`config.mk`:
```
export PLATFORM = sky130hd
export DESIGN_NAME = uart_rx_core
export DESIGN_NICKNAME = d
export VERILOG_FILES = /design/src/rtl/uart_rx_pkg.sv /design/src/rtl/rx_line_sync.sv /design/src/rtl/rx_frame_fsm.sv /design/src/rtl/rx_buffer_flags.sv /design/src/rtl/uart_rx_core.sv
export SDC_FILE = /design/constraint.sdc
export NUM_CORES = 1
export LEC_CHECK = 0
export ABC_AREA = 1
export BUFFER_PORTS_ARGS = -buffer_cell sky130_fd_sc_hd__buf_2
export CAP_MARGIN = 20
export CORE_UTILIZATION = 40
export DETAILED_ROUTE_END_ITERATION = 16
export GPL_TIMING_DRIVEN = 0
export SETUP_SLACK_MARGIN = 0.5
export SKIP_LAST_GASP = 1
export SYNTH_ARGS = -nofsm -noshare
export SYNTH_HDL_FRONTEND = slang
export SYNTH_SLANG_ARGS = --single-unit
```
`constraint.sdc`:
```
create_clock -name clk -period 3.05 [get_ports clk]
set_clock_uncertainty 0.05 [all_clocks]
set_input_delay 0.305 -clock clk [delete_from_list [all_inputs] [get_ports clk]]
set_output_delay 0.305 -clock clk [all_outputs]
set_load 0.01 [all_outputs]
```
`src/rtl/uart_rx_pkg.sv`:
```
// Shared types for the serial receiver.
// Assumes characters of at most RX_MAX_BITS data bits.
package uart_rx_pkg;

    parameter int unsigned RX_MAX_BITS = 8;

    typedef enum logic [2:0] {
        RX_IDLE,
        RX_START,
        RX_DATA,
        RX_PARITY,
        RX_STOP1,
        RX_STOP2
    } rx_state_e;

    typedef struct packed {
        logic [RX_MAX_BITS-1:0] data;
        logic                   par_err;
        logic                   frm_err;
    } rx_frame_t;

endpackage

```
`src/rtl/rx_line_sync.sv`:
```
// Multi-stage synchronizer for the asynchronous serial line.
// Assumes the line idles high; every stage resets to 1 so that no false
// start is seen when reset is released.
module rx_line_sync #(
    parameter int unsigned STAGES = 2
) (
    input  logic clk,
    input  logic rst_n,
    input  logic line_in,
    output logic line_sync
);

    logic [STAGES-1:0] sync_q;

    generate
        if (STAGES == 1) begin : g_single
            // Single-stage register of the line.
            always_ff @(posedge clk) begin
                if (!rst_n) sync_q <= '1;
                else        sync_q <= line_in;
            end
        end else begin : g_chain
            // Shift the line through the stage chain.
            always_ff @(posedge clk) begin
                if (!rst_n) sync_q <= '1;
                else        sync_q <= {sync_q[STAGES-2:0], line_in};
            end
        end
    endgenerate

    assign line_sync = sync_q[STAGES-1];

endmodule

```
`src/rtl/rx_frame_fsm.sv`:
```
// Frame sequencer: start validation, centre sampling of data, parity and
// stop bits, and a one-cycle completion strobe at the first stop bit centre.
// Assumes line_s is already synchronous and that the configuration inputs
// are held steady for the length of a frame.
module rx_frame_fsm
    import uart_rx_pkg::*;
#(
    parameter int unsigned OVERSAMPLE = 16,
    parameter int unsigned MAX_BITS   = RX_MAX_BITS
) (
    input  logic      clk,
    input  logic      rst_n,
    input  logic      tick,
    input  logic      line_s,
    input  logic      cfg_eight,
    input  logic      cfg_par_en,
    input  logic      cfg_par_odd,
    input  logic      cfg_two_stop,
    output logic      frame_done,
    output rx_frame_t frame_out
);

    localparam int unsigned CNT_W = $clog2(OVERSAMPLE);
    localparam int unsigned IDX_W = $clog2(MAX_BITS);
    localparam logic [CNT_W-1:0] CNT_MID  = CNT_W'(OVERSAMPLE / 2 - 1);
    localparam logic [CNT_W-1:0] CNT_LAST = CNT_W'(OVERSAMPLE - 1);
    localparam logic [IDX_W-1:0] IDX_LONG  = IDX_W'(MAX_BITS - 1);
    localparam logic [IDX_W-1:0] IDX_SHORT = IDX_W'(MAX_BITS - 2);

    rx_state_e           state;
    logic [CNT_W-1:0]    cnt;
    logic [IDX_W-1:0]    idx;
    logic [MAX_BITS-1:0] shreg;
    logic                pbit;
    logic                at_mid;
    logic                at_last;
    logic [IDX_W-1:0]    last_idx;

    // Decode the tick counter positions and the final data bit index.
    always_comb begin
        at_mid   = (cnt == CNT_MID);
        at_last  = (cnt == CNT_LAST);
        last_idx = cfg_eight ? IDX_LONG : IDX_SHORT;
    end

    // Completion strobe and the character with its error checks.
    always_comb begin
        frame_done        = tick && (state == RX_STOP1) && at_last;
        frame_out.data    = shreg;
        frame_out.par_err = cfg_par_en && ((^shreg ^ pbit) != cfg_par_odd);
        frame_out.frm_err = !line_s;
    end

    // Step the frame sequence on each oversampling tick.
    always_ff @(posedge clk) begin
        if (!rst_n) begin
            state <= RX_IDLE;
            cnt   <= '0;
            idx   <= '0;
            shreg <= '0;
            pbit  <= 1'b0;
        end else if (tick) begin
            unique case (state)
                RX_IDLE: begin
                    if (!line_s) begin
                        state <= RX_START;
                        cnt   <= '0;
                    end
                end
                RX_START: begin
                    if (at_mid) begin
                        cnt <= '0;
                        if (!line_s) begin
                            state <= RX_DATA;
                            idx   <= '0;
                            shreg <= '0;
                            pbit  <= 1'b0;
                        end else begin
                            state <= RX_IDLE;
                        end
                    end else begin
                        cnt <= cnt + CNT_W'(1);
                    end
                end
                RX_DATA: begin
                    if (at_last) begin
                        cnt        <= '0;
                        shreg[idx] <= line_s;
                        if (idx == last_idx) begin
                            state <= cfg_par_en ? RX_PARITY : RX_STOP1;
                        end else begin
                            idx <= idx + IDX_W'(1);
                        end
                    end else begin
                        cnt <= cnt + CNT_W'(1);
                    end
                end
                RX_PARITY: begin
                    if (at_last) begin
                        cnt   <= '0;
                        pbit  <= line_s;
                        state <= RX_STOP1;
                    end else begin
                        cnt <= cnt + CNT_W'(1);
                    end
                end
                RX_STOP1: begin
                    if (at_last) begin
                        cnt   <= '0;
                        state <= cfg_two_stop ? RX_STOP2 : RX_IDLE;
                    end else begin
                        cnt <= cnt + CNT_W'(1);
                    end
                end
                RX_STOP2: begin
                    if (at_last) begin
                        cnt   <= '0;
                        state <= RX_IDLE;
                    end else begin
                        cnt <= cnt + CNT_W'(1);
                    end
                end
                default: begin
                    state <= RX_IDLE;
                    cnt   <= '0;
                end
            endcase
        end
    end

    // a start that reads high at its mid sample falls back to idle.
    a_r2_false_start_drops: assert property (@(posedge clk) disable iff (!rst_n)
        (state == RX_START && tick && at_mid && line_s) |=> (state == RX_IDLE));

    // without a tick the sequencer holds its position.
    a_r11_hold_without_tick: assert property (@(posedge clk) disable iff (!rst_n)
        !tick |=> ($stable(state) && $stable(cnt) && $stable(idx)));

    // a seven-bit character never carries a set top bit.
    a_r4_short_top_clear: assert property (@(posedge clk) disable iff (!rst_n)
        (frame_done && !cfg_eight) |-> !frame_out.data[MAX_BITS-1]);

    // a completion is followed by the optional second stop or idle.
    a_r7_after_first_stop: assert property (@(posedge clk) disable iff (!rst_n)
        frame_done |=> (state == RX_STOP2 || state == RX_IDLE));

endmodule

```
`src/rtl/rx_buffer_flags.sv`:
```
// One-entry holding buffer with full, error and overrun flags and the
// receive interrupt pulse.
// Assumes frame_done is a one-cycle strobe, never on consecutive cycles.
module rx_buffer_flags
    import uart_rx_pkg::*;
#(
    parameter int unsigned MAX_BITS = RX_MAX_BITS
) (
    input  logic                clk,
    input  logic                rst_n,
    input  logic                frame_done,
    input  rx_frame_t           frame_in,
    input  logic                rd_strobe,
    output logic [MAX_BITS-1:0] buf_data,
    output logic                buf_full,
    output logic                par_err,
    output logic                frm_err,
    output logic                ovr_err,
    output logic                irq
);

    logic accept;

    // A byte is taken when the buffer is empty or is being read now.
    always_comb accept = frame_done && (!buf_full || rd_strobe);

    // Load, drain and flag update of the holding buffer.
    always_ff @(posedge clk) begin
        if (!rst_n) begin
            buf_data <= '0;
            buf_full <= 1'b0;
            par_err  <= 1'b0;
            frm_err  <= 1'b0;
            ovr_err  <= 1'b0;
            irq      <= 1'b0;
        end else begin
            irq <= accept;
            if (accept) begin
                buf_data <= frame_in.data;
                buf_full <= 1'b1;
                par_err  <= frame_in.par_err;
                frm_err  <= frame_in.frm_err;
                ovr_err  <= 1'b0;
            end else if (frame_done) begin
                ovr_err <= 1'b1;
            end else if (rd_strobe) begin
                buf_full <= 1'b0;
            end
        end
    end

    // a plain read empties the buffer on the next cycle.
    a_r8_read_empties: assert property (@(posedge clk) disable iff (!rst_n)
        (rd_strobe && !frame_done) |=> !buf_full);

    // the interrupt only accompanies a full buffer.
    a_r7_irq_means_full: assert property (@(posedge clk) disable iff (!rst_n)
        irq |-> buf_full);

    // the interrupt is a single-cycle pulse.
    a_r7_irq_single_cycle: assert property (@(posedge clk) disable iff (!rst_n)
        irq |=> !irq);

    // an unread buffer keeps its byte and flags the loss.
    a_r9_overrun_keeps_byte: assert property (@(posedge clk) disable iff (!rst_n)
        (frame_done && buf_full && !rd_strobe) |=> (ovr_err && $stable(buf_data) && !irq));

    // a read on the completion cycle hands over with no loss.
    a_r10_read_on_done: assert property (@(posedge clk) disable iff (!rst_n)
        (frame_done && buf_full && rd_strobe) |=> (buf_full && !ovr_err && irq));

endmodule

```
`src/rtl/uart_rx_core.sv`:
```
// Top of the serial receiver: synchronizer, frame sequencer and holding
// buffer. Assumes tick16 is a one-cycle enable at sixteen times the bit
// rate and that configuration changes only between frames.
module uart_rx_core
    import uart_rx_pkg::*;
#(
    parameter int unsigned OVERSAMPLE  = 16,
    parameter int unsigned SYNC_STAGES = 2
) (
    input  logic                   clk,
    input  logic                   rst_n,
    input  logic                   tick16,
    input  logic                   rx_line,
    input  logic                   cfg_eight_bits,
    input  logic                   cfg_parity_en,
    input  logic                   cfg_parity_odd,
    input  logic                   cfg_two_stop,
    input  logic                   rd_strobe,
    output logic [RX_MAX_BITS-1:0] rx_data,
    output logic                   buf_full,
    output logic                   parity_err,
    output logic                   frame_err,
    output logic                   overrun_err,
    output logic                   rx_irq
);

    logic      line_s;
    logic      frame_done;
    rx_frame_t frame_word;

    rx_line_sync #(
        .STAGES (SYNC_STAGES)
    ) u_sync (
        .clk       (clk),
        .rst_n     (rst_n),
        .line_in   (rx_line),
        .line_sync (line_s)
    );

    rx_frame_fsm #(
        .OVERSAMPLE (OVERSAMPLE),
        .MAX_BITS   (RX_MAX_BITS)
    ) u_fsm (
        .clk          (clk),
        .rst_n        (rst_n),
        .tick         (tick16),
        .line_s       (line_s),
        .cfg_eight    (cfg_eight_bits),
        .cfg_par_en   (cfg_parity_en),
        .cfg_par_odd  (cfg_parity_odd),
        .cfg_two_stop (cfg_two_stop),
        .frame_done   (frame_done),
        .frame_out    (frame_word)
    );

    rx_buffer_flags #(
        .MAX_BITS (RX_MAX_BITS)
    ) u_buf (
        .clk        (clk),
        .rst_n      (rst_n),
        .frame_done (frame_done),
        .frame_in   (frame_word),
        .rd_strobe  (rd_strobe),
        .buf_data   (rx_data),
        .buf_full   (buf_full),
        .par_err    (parity_err),
        .frm_err    (frame_err),
        .ovr_err    (overrun_err),
        .irq        (rx_irq)
    );

endmodule

```
* Yosys cells after proc, flatten, opt, wreduce, memory -nomap -nowiden *
Cells that the tools add are included.

cells by class
  $add $sub $neg = 2
  multiply operators = 0
  div/mod/pow operators = 0
  order comparisons = 2
  eq/ne operators = 19
  shift operators = 0
  multiplexer cells = 35
  bitwise gates (word level) = 2
  reductions and logical operators = 21

operators by type and width
  operator                                                                 number
  3-bit two-way mux                                                        13
  8-bit two-way mux                                                        3
  3-bit case mux with 6 select lines                                       1
  8-bit case mux with 2 select lines                                       1
  4-bit two-way mux                                                        3
  2-bit by 1-bit inequality test with 1-bit output, second input constant  6
  4-bit case mux with 3 select lines                                       1
  5-bit AND reduction                                                      2
  8-bit bitwise mux                                                        1
  1-bit two-way mux                                                        8
  2-bit inequality test, second input constant                             4
  8-bit AND reduction                                                      1
  8-bit XOR reduction                                                      1
  3-bit by 2-bit equality test with 1-bit output, second input constant    2
  3-bit equality test, second input constant                               2
  3-bit case mux with 2 select lines                                       1
  6-bit AND reduction                                                      1
  2-bit nonzero test                                                       3
  1-bit logical AND                                                        5
  4-bit by 1-bit adder with 4-bit output, second input constant            1
  4-bit by 3-bit equality test with 1-bit output, second input constant    1
  4-bit equality test, second input constant                               1
  3-bit by 4-bit < comparator with 1-bit output, second input constant     1
  2-bit AND reduction                                                      2
  15 further kinds                                                         16

storage, ports and cells
  register bits = 34
  bits in latches = 0
  memory bits (writable) = 0
  ROM bits = 0
  input port bits = 9
  output and inout port bits = 13
  logic and storage cells = 93
  memories = 0

* Longest topological paths before layout *
  depth in word-level cells = 7
  gate-level depth with buffers = 11
  mapped depth without buffers = 11

* Cells and area by module *
A second synthesis with hierarchy kept.

unflattened totals
  cell total of the unflattened synthesis = 285
  area total of the unflattened synthesis = 1963.1 um^2

modules (own cells, without submodules)
  module           times used  cells an instance  area each (um^2)  sequential area each (um^2)
  rx_frame_fsm     1           222                1420.1            380.4
  rx_buffer_flags  1           57                 488.0             260.2
  rx_line_sync     1           6                  55.1              40.0

* Worst setup path after synthesis *
No wires, ideal clock.

  kind = reg-to-reg
  from = register u_fsm.cnt[0]
  to = register u_fsm.shreg[2]
  setup time = 0.132 ns
  data arrival time = 1.283 ns
  required time = 2.868 ns
  slack = 1.585 ns
  cell stages (with the launch flop) = 9
  path buffers = 0
  period minus slack after synthesis = 1.465 ns
  cells stage by stage = dfxtp_1 > ha_1 > nand2_1 > inv_1 > nand2_2 > o21ai_4 > nand2_2 > o21ai_1 > a21oi_1

on the way
  longest elaborated chain between the ends = 3
  elaborated cells between the ends (all ways) = 5
  those cells by class = eq/ne (4); reduce/logical (1)

ends and longest elaborated chain
  item                                                                                          RTL line                                RTL
  start, declared                                                                               rx_frame_fsm.sv:31                      logic [CNT_W-1:0] cnt;
  start signal, assigned                                                                        rx_frame_fsm.sv:82                      cnt <= cnt + CNT_W'(1);
  start signal, assigned                                                                        rx_frame_fsm.sv:95                      cnt <= cnt + CNT_W'(1);
  start signal, assigned                                                                        rx_frame_fsm.sv:104                     cnt <= cnt + CNT_W'(1);
  4-bit equality test / 4-bit by 3-bit equality test with 1-bit output (equally long branches)  rx_frame_fsm.sv:42, rx_frame_fsm.sv:41
  2-bit by 1-bit inequality test with 1-bit output (no source line)                             -
  5-bit AND reduction (no source line) *                                                        -
  end signal, assigned by index                                                                 rx_frame_fsm.sv:88                      shreg[idx] <= line_s;
  end, declared                                                                                 rx_frame_fsm.sv:33                      logic [MAX_BITS-1:0] shreg;

Every way passes the cells marked *; elsewhere a longest branch is shown, timed or not.
A chain may end at the register's enable or synchronous reset.

* Final worst setup path *
Same ends and word-level chain as after synthesis.

==> impl_metrics.yaml <==
placed_design:
  gp_congestion: 0.822
  io_buffers: 20
  dp_hpwl_um: 2810
  post_dp_cell_area_um2: 1980
grt:
  antenna_found_initial: 0
  track_usage_pct: 16.7
  grt_max_degree: 11
  grt-ovfl-total: 0
  first_global_vias: 1501
  grt_pass1_wl_um: 6570
detailed_routing:
  via_per_inst: 4.79
  wl_per_cell_um: 10.6
  drtPass1Iterations: 4
  drc: 0
  wl_um: 3670
  drt_iter0_markers: 62
  num_vias: 1663
  antenna_left: 0
setup_path:
  cp.arrival_ns: 1.80
  crit_type: "register to register"
  crit_path_end_kind: "register"
  critPathRequiredTime_ns: 3.14
  cp_max_fo: 9
  start_kind: "register"
floorplan:
  die_x_um: 69.3
  rows: 24
  dieArea_um2: 4800
  core-area_um2: 4350
  boundaryPins: 22
  die_h_um: 69.3
  initial_utilization_pct: 41.6
yosys:
  synthSimpleGateAreaFrac_pct: 37.8
  synth_seq_cells: 34
  synth_mux_area_share_pct: 0
  synth_cell_types: 28
  syn_nets: 279
  synthXorXnorAreaFrac_pct: 3.87
  ys_seq_area_share_pct: 37.6
  syn_area_um2: 1810
  synth-adder-area-share_pct: 1.38
  synth_compound_area_share_pct: 10.5
  syn_inst: 268
  yosys_warnings: 0
  synth_top_family_by_area: "simple AND/OR/NAND/NOR gates"
  synth_area_per_cell_um2: 6.76
sta:
  max_slew_margin_pct: 66.7
  hold_viol: 0
  tns_ns: 0
  period_needed_ns: 1.70
  fmax_mhz: 588
  setup_violations: 0
  tightest_slew_ns: 0.500
  slew_violations: 0
  post-route-period-util_pct: 55.8
  rsz0062_at_grt: "false"
power:
  power_frac_comb_pct: 40.8
  internal_power_uw: 816
  power_density_nw_per_um2: 680
  power_uw: 1400
  power.share.clock_pct: 22.0
  p_sw_uw: 583
  p_seq_share_pct: 37.2
  sw_frac_of_total_pct: 41.7
  ir_worst_vdd_mv: 0.338
  leakage_uw: 0.000981
flow_run:
  cap_violations: 0
layout:
  area_delta_synth_final_pct: 13.5
  stdcell_area_um2: 2060
  layout.nets: 306
  antenna_cells: 0
  drive_gt1_share_pct: 17.6
worst_hold_path:
  hold_path.class: "input port to register"
clocking:
  clkTransAtPathRegs_ns: 0.07
  cts_resized: 0
  cts.path.max_buffers: 2
  root_buffer: "clkbuf_8"
  numCtsBuffers: 5
  htreeDepth: 2
  cts_tree: "built"
  post_cts_buffers: 0
  postCtsHoldBufs: 0
  clock_sinks: 34
  clock_latency_ns: 0.28
run_status:
  outcome: "finished clean"
## synthesized netlist by cell type
cell      number  share of area [%]
dfxtp_1       34                 38
or2_2          2               0.69
o21ai_4        1               0.90
nand2_1       66                 14
inv_1         26                5.4
nor3_2         2                1.1
nand2_4        1               0.62
nor2_2         1               0.35
o21ai_1        9                2.5
xor2_1         4                1.9
inv_2          8                1.7
nor3_1        10                2.8
nand3_4        1               0.97
nand3_1       14                3.9
nor2_4         1               0.62
clkbuf_1       3               0.62
nand3b_1       2               0.83
o21ai_0        5                1.4
o22ai_1        1               0.35
xnor2_1        4                1.9
nand2_2        5                1.7
nor2_1        33                6.8
buf_2          2               0.55
nand4_1       11                3.8
ha_1           2                1.4
buf_6          1               0.62
a21oi_1       18                5.0
a211oi_1       1               0.41
## stage by stage
stage | setup WS [ns] | hold slack [ns] | utilization (%) | instances
2_1_floorplan | 1.58 | 0.343 | - | 268
3_3_place_gp | 1.39 | 0.344 | 45.4 | 340
3_5_place_dp | 1.36 | 0.351 | 45.4 | 340
4_1_cts | 1.34 | 0.149 | 47.2 | 347
5_1_grt | 1.17 | 0.156 | 47.2 | 347
6_report | 1.35 | 0.158 | 47.2 | 347
## worst paths after layout
check                   start          endpoint  slack (ns)  cells past startpoint
max reg2reg      u_fsm.cnt[0]    u_fsm.shreg[2]        1.35                      8
min reg2reg  u_sync.sync_q[0]  u_sync.sync_q[1]        0.36                      1
max              u_fsm.cnt[0]    u_fsm.shreg[2]        1.35                      8
min                   rx_line  u_sync.sync_q[0]        0.16                      2
## cell type report
type	instances	area [µm²]
clock inverter	2	10.0
multi-input combinational	194	971
fill	465	2300
tap	52	65.1
buffer	6	32.5
timing repair buffer	20	100
inverter	34	128
clock buffer	5	68.8
sequential	34	681
## cell families (layout without fill, tap and decap cells)
group | after synthesis | count (layout)
and+or+nand+nor | 149 | 149
buffers and inverters | 40 | 67
AOI/OAI and AO/OA | 35 | 35
DFF | 34 | 34
xor gates and xnor gates | 8 | 8
adders and majority gates | 2 | 2
## routing by layer
layer	up-vias	global-route usage, %	share of wire, %
met5	-	0	0
met4	0	5.44	1.5
met3	6	3.92	3.2
met2	30	28.4	47
met1	713	20.6	49
li1	914	-	-
## cells in the final DEF, fill, tap and decap left out
cell	instances
nand2_1	66
dfxtp_1	34
nor2_1	33
inv_1	26
buf_2	22
a21oi_1	18
nand3_1	14
nand4_1	11
nor3_1	10
o21ai_1	9
inv_2	8
nand2_2	5
o21ai_0	5
clkbuf_8	5
xor2_1	4
xnor2_1	4
clkbuf_1	3
nor3_2	2
nand3b_1	2
or2_2	2
ha_1	2
clkinv_2	2
nand3_4	1
nand2_4	1
nor2_2	1
o22ai_1	1
nor2_4	1
buf_6	1
o21ai_4	1
a211oi_1	1
## worst max-delay path, stage by stage, from the launching register on
cell and delay, ns:
dfxtp_1 0.37, ha_1 0.18, nand2_1 0.07, inv_1 0.08, nand2_2 0.13, o21ai_4 0.28
nand2_2 0.17, o21ai_1 0.14, a21oi_1 0.08
## power groups by stage
stage	Clock [µW]	Combinational (µW)	Sequential (µW)
2_1_floorplan	0	466	521
3_3_place_gp	0	562	528
3_5_place_dp	0	566	529
4_1_cts	319	569	519
5_1_grt	333	654	524
6_report	308	571	520
## state kept, by name, summed over array words and instances (netlist names)
name            count
u_buf.buf_full      1
u_buf.ovr_err       1
u_buf.par_err       1
u_buf.frm_err       1
u_fsm.state         3
u_fsm.cnt           4
u_buf.buf_data      8
u_fsm.shreg         8
u_fsm.idx           3
u_buf.irq           1
u_fsm.pbit          1
u_sync.sync_q       2
Power figures use the tool's default switching activity.
